## config.mk

```make
export PLATFORM = sky130hd
export DESIGN_NAME = uart_irq_ident
export DESIGN_NICKNAME = d
export VERILOG_FILES = /design/src/rtl/uart_irq_pkg.sv /design/src/rtl/uart_irq_thre_flag.sv /design/src/rtl/uart_irq_prio.sv /design/src/rtl/uart_irq_rdport.sv /design/src/rtl/uart_irq_ident.sv
export SDC_FILE = /design/constraint.sdc
export NUM_CORES = 1
export LEC_CHECK = 0
export BUFFER_PORTS_ARGS = -buffer_cell sky130_fd_sc_hd__buf_2
export CAP_MARGIN = 20
export CORE_AREA = 2 2 39 41
export CTS_CLUSTER_SIZE = 24
export DETAILED_ROUTE_END_ITERATION = 10
export DIE_AREA = 0 0 41 43
export HOLD_SLACK_MARGIN = 0.08
export PLACE_DENSITY_LB_ADDON = 0.2
export SETUP_SLACK_MARGIN = 0.3
export SLEW_MARGIN = 20
export SYNTH_ARGS = -nofsm -noshare
export SYNTH_HDL_FRONTEND = slang
export SYNTH_SLANG_ARGS = --single-unit
```

## constraint.sdc

```tcl
create_clock -name clk -period 1.06 [get_ports clk]
set_clock_uncertainty 0.05 [all_clocks]
set_input_delay 0.053 -clock clk [delete_from_list [all_inputs] [get_ports clk]]
set_output_delay 0.053 -clock clk [all_outputs]
set_load 0.05 [all_outputs]
```

## src/rtl/uart_irq_pkg.sv

```systemverilog
package uart_irq_pkg;

    localparam int NSRC    = 5;
    localparam int IDW     = 4;
    localparam int STATW   = 8;
    localparam int SELW    = $clog2(NSRC);

    // Index equals priority rank: 0 is the most urgent.
    typedef enum logic [SELW-1:0] {
        SRC_LSR   = 3'd0,
        SRC_RXTO  = 3'd1,
        SRC_RXRDY = 3'd2,
        SRC_THRE  = 3'd3,
        SRC_MSR   = 3'd4
    } src_e;

    localparam logic [IDW-1:0] ID_LSR   = 4'b0110;
    localparam logic [IDW-1:0] ID_RXTO  = 4'b1100;
    localparam logic [IDW-1:0] ID_RXRDY = 4'b0100;
    localparam logic [IDW-1:0] ID_THRE  = 4'b0010;
    localparam logic [IDW-1:0] ID_MSR   = 4'b0000;
    localparam logic [IDW-1:0] ID_NONE  = 4'b0001;

    typedef struct packed {
        logic [1:0]     fifo_on;
        logic           deep;
        logic           spare;
        logic [IDW-1:0] id;
    } status_t;

    localparam status_t STATUS_RST = '{fifo_on: 2'b00, deep: 1'b0,
                                       spare: 1'b0, id: ID_NONE};

    function automatic logic [IDW-1:0] id_of(input src_e s);
        case (s)
            SRC_LSR:   return ID_LSR;
            SRC_RXTO:  return ID_RXTO;
            SRC_RXRDY: return ID_RXRDY;
            SRC_THRE:  return ID_THRE;
            default:   return ID_MSR;
        endcase
    endfunction

    function automatic status_t build_status(input logic any,
                                             input logic [IDW-1:0] id,
                                             input logic fifo_en,
                                             input logic fifo64);
        status_t s;
        s.fifo_on = {2{fifo_en}};
        s.deep    = fifo_en & fifo64;
        s.spare   = 1'b0;
        s.id      = any ? id : ID_NONE;
        return s;
    endfunction

endpackage

```

## src/rtl/uart_irq_thre_flag.sv

```systemverilog
module uart_irq_thre_flag (
    input  logic clk,
    input  logic rst,
    input  logic set_i,
    input  logic wr_clr_i,
    input  logic rd_ack_i,
    output logic flag_o
);
    always_ff @(posedge clk) begin
        if (rst)
            flag_o <= 1'b0;
        else if (set_i)
            flag_o <= 1'b1;       // a new event outranks any clear
        else if (wr_clr_i || rd_ack_i)
            flag_o <= 1'b0;
    end
endmodule

```

## src/rtl/uart_irq_prio.sv

```systemverilog
module uart_irq_prio
    import uart_irq_pkg::*;
(
    input  logic [NSRC-1:0] req_i,
    input  logic [NSRC-1:0] en_i,
    output logic            any_o,
    output src_e            sel_o,
    output logic [IDW-1:0]  id_o
);
    logic [NSRC-1:0] live;

    for (genvar g = 0; g < NSRC; g++) begin : g_mask
        assign live[g] = req_i[g] & en_i[g];
    end

    always_comb begin
        sel_o = SRC_MSR;
        for (int i = NSRC-1; i >= 0; i--) begin
            if (live[i]) sel_o = src_e'(i);
        end
    end

    assign any_o = |live;
    assign id_o  = id_of(sel_o);
endmodule

```

## src/rtl/uart_irq_rdport.sv

```systemverilog
module uart_irq_rdport
    import uart_irq_pkg::*;
(
    input  logic    clk,
    input  logic    rst,
    input  logic    rd_i,
    input  status_t live_i,
    output status_t data_o
);
    always_ff @(posedge clk) begin
        if (rst)
            data_o <= STATUS_RST;
        else if (rd_i)
            data_o <= live_i;
    end
endmodule

```

## src/rtl/uart_irq_ident.sv

```systemverilog
module uart_irq_ident
    import uart_irq_pkg::*;
(
    input  logic              clk,
    input  logic              rst,
    input  logic              lsr_req_i,
    input  logic              rxto_req_i,
    input  logic              rxrdy_req_i,
    input  logic              msr_req_i,
    input  logic              thr_empty_i,
    input  logic              thr_write_i,
    input  logic [NSRC-1:0]   ien_i,
    input  logic              fifo_en_i,
    input  logic              fifo64_i,
    input  logic              rd_i,
    output logic [STATW-1:0]  rd_data_o,
    output logic              irq_o
);
    logic            thre_pend;
    logic [NSRC-1:0] req_vec;
    logic            any_live;
    src_e            sel;
    logic [IDW-1:0]  sel_id;
    logic            rd_ack;
    status_t         live_stat;
    status_t         held_stat;

    always_comb begin
        req_vec            = '0;
        req_vec[SRC_LSR]   = lsr_req_i;
        req_vec[SRC_RXTO]  = rxto_req_i;
        req_vec[SRC_RXRDY] = rxrdy_req_i;
        req_vec[SRC_THRE]  = thre_pend;
        req_vec[SRC_MSR]   = msr_req_i;
    end

    uart_irq_prio prio_i (
        .req_i (req_vec),
        .en_i  (ien_i),
        .any_o (any_live),
        .sel_o (sel),
        .id_o  (sel_id)
    );

    assign rd_ack = rd_i && any_live && (sel == SRC_THRE);

    uart_irq_thre_flag thre_i (
        .clk      (clk),
        .rst      (rst),
        .set_i    (thr_empty_i),
        .wr_clr_i (thr_write_i),
        .rd_ack_i (rd_ack),
        .flag_o   (thre_pend)
    );

    assign live_stat = build_status(any_live, sel_id, fifo_en_i, fifo64_i);

    uart_irq_rdport rdport_i (
        .clk    (clk),
        .rst    (rst),
        .rd_i   (rd_i),
        .live_i (live_stat),
        .data_o (held_stat)
    );

    assign rd_data_o = held_stat;
    assign irq_o     = any_live;
endmodule

```

== Word-level counts from Yosys, hierarchy flattened ==
Cells that the tools add are included.

* Register bits after elaboration: 7
* Output and inout port bits: 9
* Word-level logic and storage cells: 27

* Equal/unequal tests: 3
* Muxes and demuxes: 8
* Bitwise logic cells: 6
* Reductions and logical operators: 6

{| class="wikitable"
|+ Operators with widths
! kind !! count
|-
| 4-bit one-hot mux with 4 select lines || 1
|-
| 3-bit two-way mux || 4
|-
| 1-bit AND || 6
|-
| 3-bit by 2-bit equality test with 1-bit output (second input constant) || 2
|-
| 5-bit OR reduction || 1
|-
| 4-bit two-way mux || 1
|-
| 3-bit by 1-bit equality test with 1-bit output (second input constant) || 1
|-
| 3-bit logical NOT || 1
|-
| 1-bit logical AND || 2
|-
| 1-bit two-way mux || 2
|-
| 2-bit nonzero test || 1
|-
| 1-bit logical OR || 1
|}

== Logic depth before layout (Yosys ltp) ==
Gate-level depths: netlist of the first run.

* Depth after elaboration: 10
* Gate-level depth with buffers: 3
* Gate-level depth less buffers: 3

== Modules after synthesis ==
A second synthesis of the first run with hierarchy kept.

* Cell total of the unflattened synthesis: 55
* Area total of the unflattened synthesis: 470.5 sq um

{| class="wikitable"
|+ By module, submodules not included
! module !! times used !! cells an instance !! area an instance (sq um) !! sequential area each (sq um)
|-
| uart_irq_rdport || 1 || 26 || 290.3 || 160.2
|-
| uart_irq_prio || 1 || 17 || 93.8 || 0.0
|-
| uart_irq_ident || 1 || 8 || 48.8 || 0.0
|-
| uart_irq_thre_flag || 1 || 4 || 37.5 || 20.0
|}

== Least setup slack after synthesis of the first run ==
Ideal clock, no wire load.

* Kind: reg2reg
* Start: register, netlist name rdport_i.data_o[0]
* End: register rdport_i.data_o[0] in the netlist's numbering
* Setup time: 0.122 ns
* Arrival: 0.946 ns
* Path slack: -0.058 ns
* Stages on the path, launching flop included: 3
* Period minus slack after synthesis: 1.118 ns
* Path through: dfxtp_1 -> nor2b_1 -> a311o_1

{| class="wikitable"
|+ RTL lines
! what !! RTL line !! source
|-
| to (signal assigned) || uart_irq_rdport.sv:14 || <nowiki>data_o <= live_i;</nowiki>
|-
| to (decl) || uart_irq_rdport.sv:8 || <nowiki>output status_t data_o</nowiki>
|}

== Worst setup path after layout of the first run ==
* Start: register thre_i.flag_o
* End: output irq_o

* Longest elaborated chain between the ends: 2

{| class="wikitable"
|+ RTL lines
! what !! RTL line !! source
|-
| from (decl) || uart_irq_thre_flag.sv:7 || <nowiki>output logic flag_o</nowiki>
|-
| from (signal assigned) || uart_irq_thre_flag.sv:11 || <nowiki>flag_o <= 1'b0;</nowiki>
|-
| from (signal assigned) || uart_irq_thre_flag.sv:13 || <nowiki>flag_o <= 1'b1;</nowiki>
|-
| from (signal assigned) || uart_irq_thre_flag.sv:15 || <nowiki>flag_o <= 1'b0;</nowiki>
|-
| 1-bit AND || uart_irq_prio.sv:13 || <nowiki>assign live[g] = req_i[g] & en_i[g];</nowiki>
|-
| 5-bit OR reduction || uart_irq_prio.sv:23 || <nowiki>assign any_o = |live;</nowiki>
|-
| to (decl) || uart_irq_ident.sv:17 || <nowiki>output logic irq_o</nowiki>
|}

Every way passes these cells.

==> results of run 1 <==
==> registers in the layout, indices dropped and copies added (netlist names) <==
name             flops
rdport_i.data_o      6
thre_i.flag_o        1
==> worst paths after layout <==
path                                         start                  to  slack (ns)  cells past startpoint
worst min register to register  rdport_i.data_o[5]  rdport_i.data_o[5]        0.45                      2
worst max-delay path                 thre_i.flag_o               irq_o       -0.02                      3
worst max register to register       thre_i.flag_o       thre_i.flag_o        0.06                      5
worst min-delay path                           rst       thre_i.flag_o     -0.0005                      2
==> per-stage QoR <==
step | setup slack (ns) | utilization | std cells | setup TNS (ns)
final | -0.0168 | 0.439 | 78 | -0.0168
after global routing | -0.0640 | 0.439 | 78 | -0.0640
after CTS | -0.0108 | 0.422 | 77 | -0.0108
after detailed placement | 0.124 | 0.335 | 71 | 0
after global placement | 0.120 | 0.335 | 71 | 0
after floorplan | 0.124 | - | 35 | 0
==> per-layer routing <==
metal / global-route usage / vias to the layer above / part of all wire
met5: 0 / - / 0
met4: 0.0400 / 0 / 0
met3: 0.0314 / 0 / 0.074
met2: 0.138 / 14 / 0.49
met1: 0.147 / 147 / 0.44
li1: - / 182 / -
==> cell usage after synthesis, types with 2 or more instances <==
master	number	area, um2
nand2b_1	3	18.8
nor2_1	3	11.3
nand3_1	2	10.0
buf_4	2	15.0
dfxtp_1	7	140
nand2_1	2	7.51
a21oi_1	3	15.0
==> where the power goes <==
part | leakage, nW | switching (mW) | internal [mW]
clock network | 0.0150 | 0.0959 | 0.144
registers | 0.0616 | 0.0143 | 0.275
logic | 0.194 | 0.128 | 0.108
total | 0.270 | 0.238 | 0.526
==> area by class of cell <==
| cell class | count | area [um2] |
|---|---|---|
| clock buffer | 4 | 26.3 |
| fill | 133 | 777 |
| inverter | 1 | 3.75 |
| multi-input combinational | 24 | 173 |
| sequential | 7 | 164 |
| tap | 16 | 20.0 |
| timing repair buffer | 26 | 220 |
==> cells by family after synthesis <==
| logic type | count (synthesis) | synth area share |
|---|---|---|
| and+or+nand+nor | 13 | 0.217 |
| AOI/OAI and AO/OA | 9 | 0.224 |
| DFF | 7 | 0.441 |
| buffers and inverters | 4 | 0.0748 |
| muxes | 1 | 0.0315 |
| other | 1 | 0.0118 |
==> critical path: stages, from the launching register on <==
cell     delay [ns]
dfxtp_2        0.32
a22oi_2        0.18
nand2_2        0.07
buf_6          0.15
==> what timing repair did <==
| item | 4_1_cts | 5_1_grt |
|---|---|---|
| gates resized for setup | 23 | 3 |
| buffers inserted | 1 | 1 |
| endpoints found under the hold margin | 7 | 6 |
| pin swaps | 2 | 1 |
| setup endpoints to repair | 11 | 11 |
==> results.md, run 1 <==
Run status:
- The flow ran to the end, but the final reports show violations.
- The final reports fail on negative hold slack, negative setup slack.

Clock tree:
- The root buffer cell is clkbuf_4.
- CTS built an H-tree with a depth of 1.
- The cts-stage hold buffer count is 1.
- Clock tree synthesis inserted a total of 3 buffers.
- No sink is reached through more buffers than the 2 on the longest clock path.
- The TritonCTS clock tree is built.
- The clock drives 7 sinks.
- Clock latency on the worst-skew pair, taken at its later pin, is 0.24 ns.
- The clock-pin slew reported for the worst setup and hold paths after clock tree synthesis is 0.05 ns.

GRT:
- The pin count of the biggest net entering global routing is 13.
- The number of antenna violations at the first check in global routing was 0.
- Across every metal layer, demand over resource in global routing totals 0.102.
- The wire length of the first global-routing pass is 1210 um.
- The via count of the first global-routing pass is 307.
- Global routing finished with a remaining overflow of 0.

Pwr:
- The total power of the final layout is 0.765 mW.
- The static leakage is 0.270 nW.
- Power spread over the standard cell area amounts to 1260 nW/um2.
- The worst-case vdd ir drop is 0.525 mV.

STA:
- The routed design could run at a clock period as short as 1.08 ns.
- The share of the clock period used by the worst path is 1.02.
- The worst-case setup margin in the final layout is -0.0168 ns.
- Static timing analysis puts the maximum clock frequency at 929 MHz.
- Setup repair after global routing could not meet its margin everywhere.
- The hold violation total from the final report is 1.
- The number of pins exceeding their max-slew limit in the final report is 0.
- The final setup violation count is 1.
- The tightest hold path in the finished design has a slack of -0.000523 ns.

Place:
- The routability congestion estimate from global placement is 0.595.
- The port buffer count is 23.
- The post-placement cell area is 464 um2.

Floorplanning:
- The core footprint is 1380 um2.
- For this configuration, the core starts out at a cell density of 0.230.
- The floorplan die height is 43 um.
- The count of pins on the block boundary is 25.
- The floorplan die area is 1760 um2.
- Row generation in the floorplan step produced 14 rows.
- The chip width is 41 um.

Logic synthesis:
- The cell count after synthesis came out at 35.
- The register bit total from synthesis is 7.
- In the synthesized netlist the async set-or-reset flop fraction comes to 0.
- The count of flip-flops with a built-in enable after synthesis is 0.
- The post-synth net total is 51.
- The most used flip-flop cell after synthesis is dfxtp_1.
- The per-instance average area after synthesis is 9.08 um2.
- The sequential share of the synthesized area is 0.441.
- In this run, distinct cell masters in the synthesized netlist total 20.
- The post-synthesis cell area is 318 um2.
- The number of synthesis warnings is 0.

Job:
- The count of maximum capacitance violations is 0.

Final layout:
- The area of all placed cells without fillers is 607 um2.
- Leaving out fill and tap cells, the most frequent cell in the layout is buf_2.
- The library cells used most frequently in the layout, excluding fill and tap cells, are buf_2 (15), buf_8 (7), dfxtp_4 (6).
- The signed area change from the synthesized netlist to the final layout is 90.9%.
- The number of antenna diodes in the final layout is 0.
- The share of layout cells above drive strength 1 is 0.661.
- In the final design database the tool counted 79 nets.

Worst hold path:
- The tightest min-delay check is of the input port to flop type.

Drt:
- The remaining number of nets flagged by the antenna check after routing is 0.
- For this block, the routed nets add up to 747 um of wire.
- Dividing the detail-routed via count by the number of cells gives 4.40.
- The final routed DRC violation total is 0.
- After detailed routing, the average wire length per cell comes to 9.58 um.
- The initial DRC count is 2.
- The total number of vias is 343.
- The first-pass detailed-route iteration total is 3.

Worst setup path:
- The worst path required time is 0.96 ns.
- The type of the worst setup path is flop to primary output.
- In this run the worst path has a maximum fanout of 2.
- For the worst setup path, the data arrival time is 0.97 ns.
- STA classifies the critical path endpoint as a primary output.
- The kind of start point of the critical path is a flop.
Power figures use the tool's default switching activity.
==> run 2, diff against run 1 <==
- PLACE_DENSITY: unset -> 0.74
- PLACE_DENSITY_LB_ADDON: 0.2 -> unset
- SYNTH_HIERARCHICAL: unset -> 1
==> run 2 against run 1 <==
Effect of this change: the flow finishes with violations (negative setup slack); routed wire length increased by 39%; fmax down 23%; count of clock-buffer cells in the layout unchanged; non-clock buffer count is 6 higher.
==> results.md, run 2 <==
Run status:
- Run status: finished, violations left (unchanged).
- Failing checks: negative setup slack (was negative hold slack, negative setup slack).

Logic synthesis:
- The most frequent cell after synthesis is dfxtp_1 (unchanged).
- The sequential share of the synthesized area is 0.383 (was 0.441).
- The cell type with the largest total area after synthesis is dfxtp_1 (unchanged).
- The distinct cell type count of the synthesized netlist came to 22 (was 20).
- The count of flip-flops with a built-in enable after synthesis is 0 (unchanged).
- The register bit total from synthesis is 9 (was 7).
- Top cells by count, synth: dfxtp_1 (9), nor2_1 (8), mux2i_1 (7) (was dfxtp_1 (7), a21oi_1 (3), nand2b_1 (3), nor2_1 (3)).
- The per-instance average area after synthesis is 8.55 um2 (was 9.08 um2).
- The number of synthesis warnings was 6 (was 0).
- The post-synthesis cell count is 55 (was 35).
- The leading register cell type out of synthesis was dfxtp_1 (unchanged).
- The post-synth net total came to 71 (was 51).
- The post-synthesis cell area is 470 um2 (was 318 um2).
- Cells taking the most area after synthesis: dfxtp_1 (38%), mux2i_1 (15%), nor2_1 (6.4%) (was dfxtp_1 (44%), nand2b_1 (5.9%), a21oi_1 (4.7%)).
- The async set-or-reset flop fraction in the synthesized netlist was 0 (unchanged).
- The share of the synthesized area in the top cell type was 0.383 (was 0.441).

Drt:
- The final routed DRC violation total is 0 (unchanged).
- The total number of vias is 471 (was 343).
- The average routed wire per standard cell is 9.99 um (was 9.58 um).
- The first-pass detailed-route iteration total is 4 (was 3).
- The initial DRC count came to 2 (unchanged).
- The final wirelength came to 1040 um (was 747 um).
- The vias per cell is 4.53 (was 4.40).
- The remaining number of nets flagged by the antenna check after routing was 0 (unchanged).

Floorplanning:
- The core footprint is 1380 um2 (unchanged).
- The floorplan die area is 1760 um2 (unchanged).
- The chip width is 41 um (unchanged).
- The initial cell density of the core is 0.340 (was 0.230).
- The count of pins on the block boundary is 25 (unchanged).
- The floorplan die height is 43 um (unchanged).
- The number of placement rows is 14 (unchanged).

Place:
- After legalization and detailed placement, the total HPWL measured 746 um.
- The routability congestion estimate from global placement is 0.809 (was 0.595).
- The port buffer count is 24 (was 23).
- The post-placement setup slack is -0.320 ns (was 0.124 ns).
- The post-placement cell area was 661 um2 (was 464 um2).
- The placed instance count is 98 (was 71).

Worst setup path:
- The type of the worst setup path was flop to flop (was flop to primary output).
- The critical path launch point is thre_i/flag_o (was thre_i.flag_o).
- The number of buffer and inverter stages on the critical path is 0 (was 1).
- The slowest cell on the critical path is or3b_1 (was dfxtp_2).
- The origin of the critical flop-to-flop path is thre_i/flag_o (was thre_i.flag_o).
- CP Cell Sequence: a22oi_2 -> and3_1 -> nor2_1 -> or3b_1 -> a21oi_2 (was a22oi_2 -> nand2_2 -> buf_6).
- The arrival time of the worst setup path came to 1.54 ns (was 0.97 ns).
- The kind of start point of the critical path was a flop (unchanged).
- The worst path required time is 1.20 ns (was 0.96 ns).
- The peak fanout along the critical path is 3 (was 2).
- The longest individual stage delay on the worst path is 0.35 ns (was 0.32 ns).
- The largest delay contributor family on the critical path is simple AND/OR/NAND/NOR gates (was flip-flops).
- The type of destination of the critical path is a flop (was primary output).

Final layout:
- The signed area change from the synthesized netlist to the final layout is 70.7% (was 90.9%).
- The flip-flop count of the largest register after layout is 8 (was 6).
- The number of nets in the layout is 105 (was 79).
- The number of diodes added for antenna fixing was 0 (unchanged).
- The share of layout cells above drive strength 1 came to 0.568 (was 0.661).
- The post-layout utilization of the core is 0.580 (was 0.439).
- Commonest cells after routing, fill and taps aside: buf_2 (15), buf_8 (9), nor2_1 (8) (was buf_2 (15), buf_8 (7), dfxtp_4 (6)).
- The number of standard cells in the layout, taps in and fillers out came to 104 (was 78).
- Largest registers in the final layout: rdport_i/data_o (8), thre_i/flag_o (1) (was rdport_i.data_o (6), thre_i.flag_o (1)).
- The register ranked first by flip-flop count is rdport_i/data_o (was rdport_i.data_o).
- The area of all placed cells without fillers is 803 um2 (was 607 um2).
- The most common library cell in the layout ignoring fill and taps is buf_2 (unchanged).

Pwr:
- The worst-case vdd ir drop was 0.512 mV (was 0.525 mV).
- The total power divided by cell area is 1150 nW/um2 (was 1260 nW/um2).
- The total power of the final layout is 0.923 mW (was 0.765 mW).
- The static leakage is 0.391 nW (was 0.270 nW).

STA:
- The setup TNS was -1.54 ns (was -0.0168 ns).
- The final hold slack is 0.00238 ns (was -0.000523 ns).
- The number of pins exceeding their max-slew limit in the final report was 0 (unchanged).
- Setup repair after global routing missed its margin: yes (unchanged).
- The maximum frequency from static timing analysis is 714 MHz (was 929 MHz).
- The final setup violation count is 6 (was 1).
- The share of the clock period used by the worst path is 1.32 (was 1.02).
- The hold violation total from the final report is 0 (was 1).
- The worst-case setup margin in the final layout came to -0.341 ns (was -0.0168 ns).
- The post-layout minimum cycle time was 1.40 ns (was 1.08 ns).

Clock tree:
- The clock latency reported for the late side of the worst-skew pair is 0.25 ns (was 0.24 ns).
- The clock-pin slew reported for the worst setup and hold paths after clock tree synthesis came to 0.06 ns (was 0.05 ns).
- The TritonCTS clock tree is built (unchanged).
- The root buffer cell is clkbuf_4 (unchanged).
- The cts-stage hold buffer count came to 1 (unchanged).
- The buffer depth of the longest clock path is 2 (unchanged).
- The number of buffers inserted during clock tree synthesis was 3 (unchanged).
- The number of sinks handled by clock tree synthesis is 9 (was 7).
- The number of levels in the clock H-tree was 1 (unchanged).

GRT:
- The wire length of the first global-routing pass is 1750 um (was 1210 um).
- The number of antenna violations at the first check in global routing is 0 (unchanged).
- The overall overflow remaining after global route is 0 (unchanged).
- The via count of the first global-routing pass is 465 (was 307).
- The aggregate global-route resource usage is 0.147 (was 0.102).
- The pin count of the biggest net entering global routing is 10 (was 13).

Worst hold path:
- The startpoint of the most critical hold path is thr_write_i (was rst).
- The class of the tightest hold or removal check is input port to flop (unchanged).

Job:
- The count of maximum capacitance violations is 0 (unchanged).
## run 2: path summary, 6_finish.rpt
kind,to,slack [ns],depth (start not counted)
max,thre_i/flag_o,-0.34,5
min,thre_i/flag_o,0.002,3
max reg2reg,thre_i/flag_o,-0.34,5
min reg2reg,rdport_i/data_o[1],0.46,2
## run 2: layout make-up
cell class / count / area [um2]
Multi-Input combinational cell: 42 / 279
Fill cell: 127 / 581
Timing Repair Buffer: 32 / 273
Inverter: 1 / 3.75
Sequential cell: 9 / 201
Tap cell: 16 / 20.0
Clock buffer: 4 / 26.3
## run 2: worst register-to-register path: stages, from the launching register on
cell	delay, ns
dfxtp_2	0.32
a22oi_2	0.26
and3_1	0.19
nor2_1	0.04
or3b_1	0.35
a21oi_2	0.12
## run 2: routing by layer
layer  vias up  track usage  routed length (um)
met5         -            0                   0
met4         0        0.100                  22
met3         2       0.0314                  42
met2        13        0.238                 536
met1       207        0.159                 438
li1        249            -                   -
## run 2: what timing repair did
action / 4_1_cts / 5_1_grt
gates resized for setup: 31 / 1
pin swaps: 0 / 3
hold endpoints to repair: 9 / 8
buffers inserted: 1 / 0
endpoints found under the setup margin: 14 / 14
## run 2: logic make-up after synthesis
| kind of cell | synth area share |
|---|---|
| and+or+nand+nor | 0.311 |
| DFF | 0.383 |
| muxes | 0.149 |
| AOI/OAI and AO/OA | 0.0825 |
| buffers and inverters | 0.0585 |
| other | 0.0160 |
## run 2: report_power, final
group / switching (mW) / internal (mW)
combinational: 0.149 / 0.140
sequential: 0.0155 / 0.356
clock: 0.118 / 0.145
==> run 3, diff against run 2 <==
- clock period: 1.06 -> 1.6 ns (I/O delays scaled with it)
==> run 3 against run 2 <==
Effect of this change: register-to-register slack gained 0.51 ns; the run now ends clean; hold slack improved by 0.027 ns; first-iteration DRC count increased to 3.0 times the previous value.
==> results.md, run 3 (synthesized netlist as in run 2, its figures left out) <==
Final layout:
- The signed area change from the synthesized netlist to the final layout was 45.7% (was 70.7%).
- Largest registers in the final layout: rdport_i/data_o (8), thre_i/flag_o (1) (unchanged).
- The flip-flop count of the largest register after layout is 8 (unchanged).
- The number of fill cells is 128 (was 127).
- The sequential cell area in the final layout came to 181 um2 (was 201 um2).
- The share of layout cells above drive strength 1 is 0.430 (was 0.568).
- The number of nets in the layout is 103 (was 105).
- Commonest cells after routing, fill and taps aside: buf_2 (24), nor2_1 (8), dfxtp_1 (8) (was buf_2 (15), buf_8 (9), nor2_1 (8)).
- The number of diodes added for antenna fixing came to 0 (unchanged).
- The area of all placed cells without fillers is 686 um2 (was 803 um2).
- The total area of multi-input combinational cells is 279 um2 (unchanged).
- The register ranked first by flip-flop count is rdport_i/data_o (unchanged).
- The most common library cell in the layout ignoring fill and taps was buf_2 (unchanged).
- The number of standard cells in the layout, taps in and fillers out is 102 (was 104).

Place:
- The post-placement cell area is 601 um2 (was 661 um2).
- The routability congestion estimate from global placement is 0.864 (was 0.809).
- The port buffer count is 24 (unchanged).
- The placed instance count is 92 (was 98).

Floorplanning:
- The count of pins on the block boundary was 25 (unchanged).
- The core footprint is 1380 um2 (unchanged).
- The initial cell density of the core is 0.340 (unchanged).
- The floorplan die area is 1760 um2 (unchanged).
- The number of placement rows is 14 (unchanged).
- The chip width is 41 um (unchanged).
- The floorplan die height came to 43 um (unchanged).

GRT:
- The aggregate global-route resource usage is 0.138 (was 0.147).
- The overall overflow remaining after global route came to 0 (unchanged).
- The via count of the first global-routing pass was 448 (was 465).
- The wire length of the first global-routing pass came to 1660 um (was 1750 um).
- The number of antenna violations at the first check in global routing is 0 (unchanged).
- The pin count of the biggest net entering global routing is 11 (was 10).

Drt:
- The met2 wire length is 514 um (was 536 um).
- The first-pass detailed-route iteration total was 4 (unchanged).
- The vias per cell is 4.70 (was 4.53).
- The uppermost metal layer occupied by signal nets is met4 (unchanged).
- The remaining number of nets flagged by the antenna check after routing is 0 (unchanged).
- The total number of vias is 479 (was 471).
- The met3 wire length is 55 um (was 42 um).
- The final routed DRC violation total came to 0 (unchanged).
- The initial DRC count was 6 (was 2).
- The final wirelength is 998 um (was 1040 um).
- The average routed wire per standard cell was 9.78 um (was 9.99 um).
- The length of routed wiring on met1 was 405 um (was 438 um).

STA:
- The final hold slack is 0.0291 ns (was 0.00238 ns).
- The setup TNS came to 0 ns (was -1.54 ns).
- Setup repair after global routing missed its margin: yes (unchanged).
- The post-layout minimum cycle time is 1.43 ns (was 1.40 ns).
- The hold violation total from the final report came to 0 (unchanged).
- The share of the clock period used by the worst path is 0.891 (was 1.32).
- The maximum frequency from static timing analysis is 701 MHz (was 714 MHz).
- The number of pins exceeding their max-slew limit in the final report is 0 (unchanged).
- The final setup violation count is 0 (was 6).

Worst setup path:
- The arrival time of the worst setup path came to 1.57 ns (was 1.54 ns).
- The type of the worst setup path is flop to flop (unchanged).
- CP Cell Sequence: a22oi_2 -> nand3_4 -> nand4_1 -> nor2_1 -> or3b_1 -> a21oi_2 (was a22oi_2 -> and3_1 -> nor2_1 -> or3b_1 -> a21oi_2).
- The type of destination of the critical path is a flop (unchanged).
- The worst path required time was 1.74 ns (was 1.20 ns).
- The peak fanout along the critical path came to 4 (was 3).
- The number of cells on the worst reg-to-reg path is 6 (was 5).
- The kind of start point of the critical path is a flop (unchanged).
- The longest individual stage delay on the worst path is 0.37 ns (was 0.35 ns).
- The slowest cell on the critical path is or3b_1 (unchanged).
- The largest delay contributor family on the critical path was simple AND/OR/NAND/NOR gates (unchanged).
- The critical path depth in cells is 6 (was 5).
- The number of buffer and inverter stages on the critical path is 0 (unchanged).

Worst hold path:
- The class of the tightest hold or removal check is input port to flop (unchanged).
- The worst hold path cell count is 2 (was 3).

Clock tree:
- The TritonCTS clock tree is built (unchanged).
- The number of levels in the clock H-tree is 1 (unchanged).
- The clock latency reported for the late side of the worst-skew pair is 0.26 ns (was 0.25 ns).
- The clock-pin slew reported for the worst setup and hold paths after clock tree synthesis is 0.06 ns (about the same).
- The number of buffers inserted during clock tree synthesis is 3 (unchanged).
- The buffer depth of the longest clock path is 2 (unchanged).
- The cts-stage hold buffer count is 4 (was 1).
- The root buffer cell is clkbuf_4 (unchanged).
- The number of sinks handled by clock tree synthesis came to 9 (unchanged).

Run status:
- Run status: finished, final reports clean (was finished, violations left).

Pwr:
- The total power divided by cell area is 840 nW/um2 (was 1150 nW/um2).
- The static leakage was 0.355 nW (was 0.391 nW).
- The worst-case vdd ir drop was 0.523 mV (was 0.512 mV).

Job:
- The count of maximum capacitance violations is 0 (unchanged).
==> run 3: changes by cell type in the layout (fill, tap and decap cells not counted) <==
| cell | delta |
|---|---|
| buf_8 | -9 |
| buf_2 | +9 |
| dfxtp_1 | +8 |
| buf_4 | -5 |
| dlygate4sd3_1 | +3 |
| dfxtp_2 | -4 |
| dfxtp_4 | -4 |
==> run 3: path summary, 6_finish.rpt <==
| kind | to | slack [ns] | start |
|---|---|---|---|
| setup reg to reg | thre_i/flag_o | 0.17 | thre_i/flag_o |
| setup / recovery | thre_i/flag_o | 0.17 | thre_i/flag_o |
| hold reg to reg | rdport_i/data_o[7] | 0.44 | rdport_i/data_o[7] |
| hold / removal | thre_i/flag_o | 0.03 | rst |
==> run 3: area by class of cell <==
cell class / instances / area share
Multi-Input combinational cell: 42 / 0.407
Sequential cell: 9 / 0.265
Timing Repair Buffer: 30 / 0.255
Clock buffer: 4 / 0.0383
Tap cell: 16 / 0.0292
Inverter: 1 / 0.00547
==> run 3: what timing repair did <==
action / CTS / global route
buffers inserted: 2 / 0
endpoints found under the setup margin: 2 / 4
endpoints found under the hold margin: 8 / 3
pin swaps: 2 / 2
cloned: 0 / 0
resized for setup: 0 / 1
==> run 3: power breakdown <==
| group | internal, mW | switching (mW) | leakage [nW] |
|---|---|---|---|
| Clock | 0.0959 | 0.0767 | 0.0150 |
| Combinational | 0.0638 | 0.0965 | 0.266 |
| Sequential | 0.237 | 0.00569 | 0.0744 |
==> run 3: metrics by stage <==
stage | setup WS, ns | util | total power [mW]
final | 0.174 | 0.495 | 0.576
after global routing | 0.0855 | 0.495 | 0.607
after CTS | 0.156 | 0.493 | 0.584
after detailed placement | 0.170 | 0.434 | 0.394
after global placement | 0.232 | 0.434 | 0.392
after floorplan | 0.0978 | - | 0.357
==> run 3: routing by layer <==
layer  vias to the layer above  track usage
met4                         0       0.0933
met2                        19        0.209
met5                         -            0
met3                         4       0.0314
li1                        242            -
met1                       214        0.163
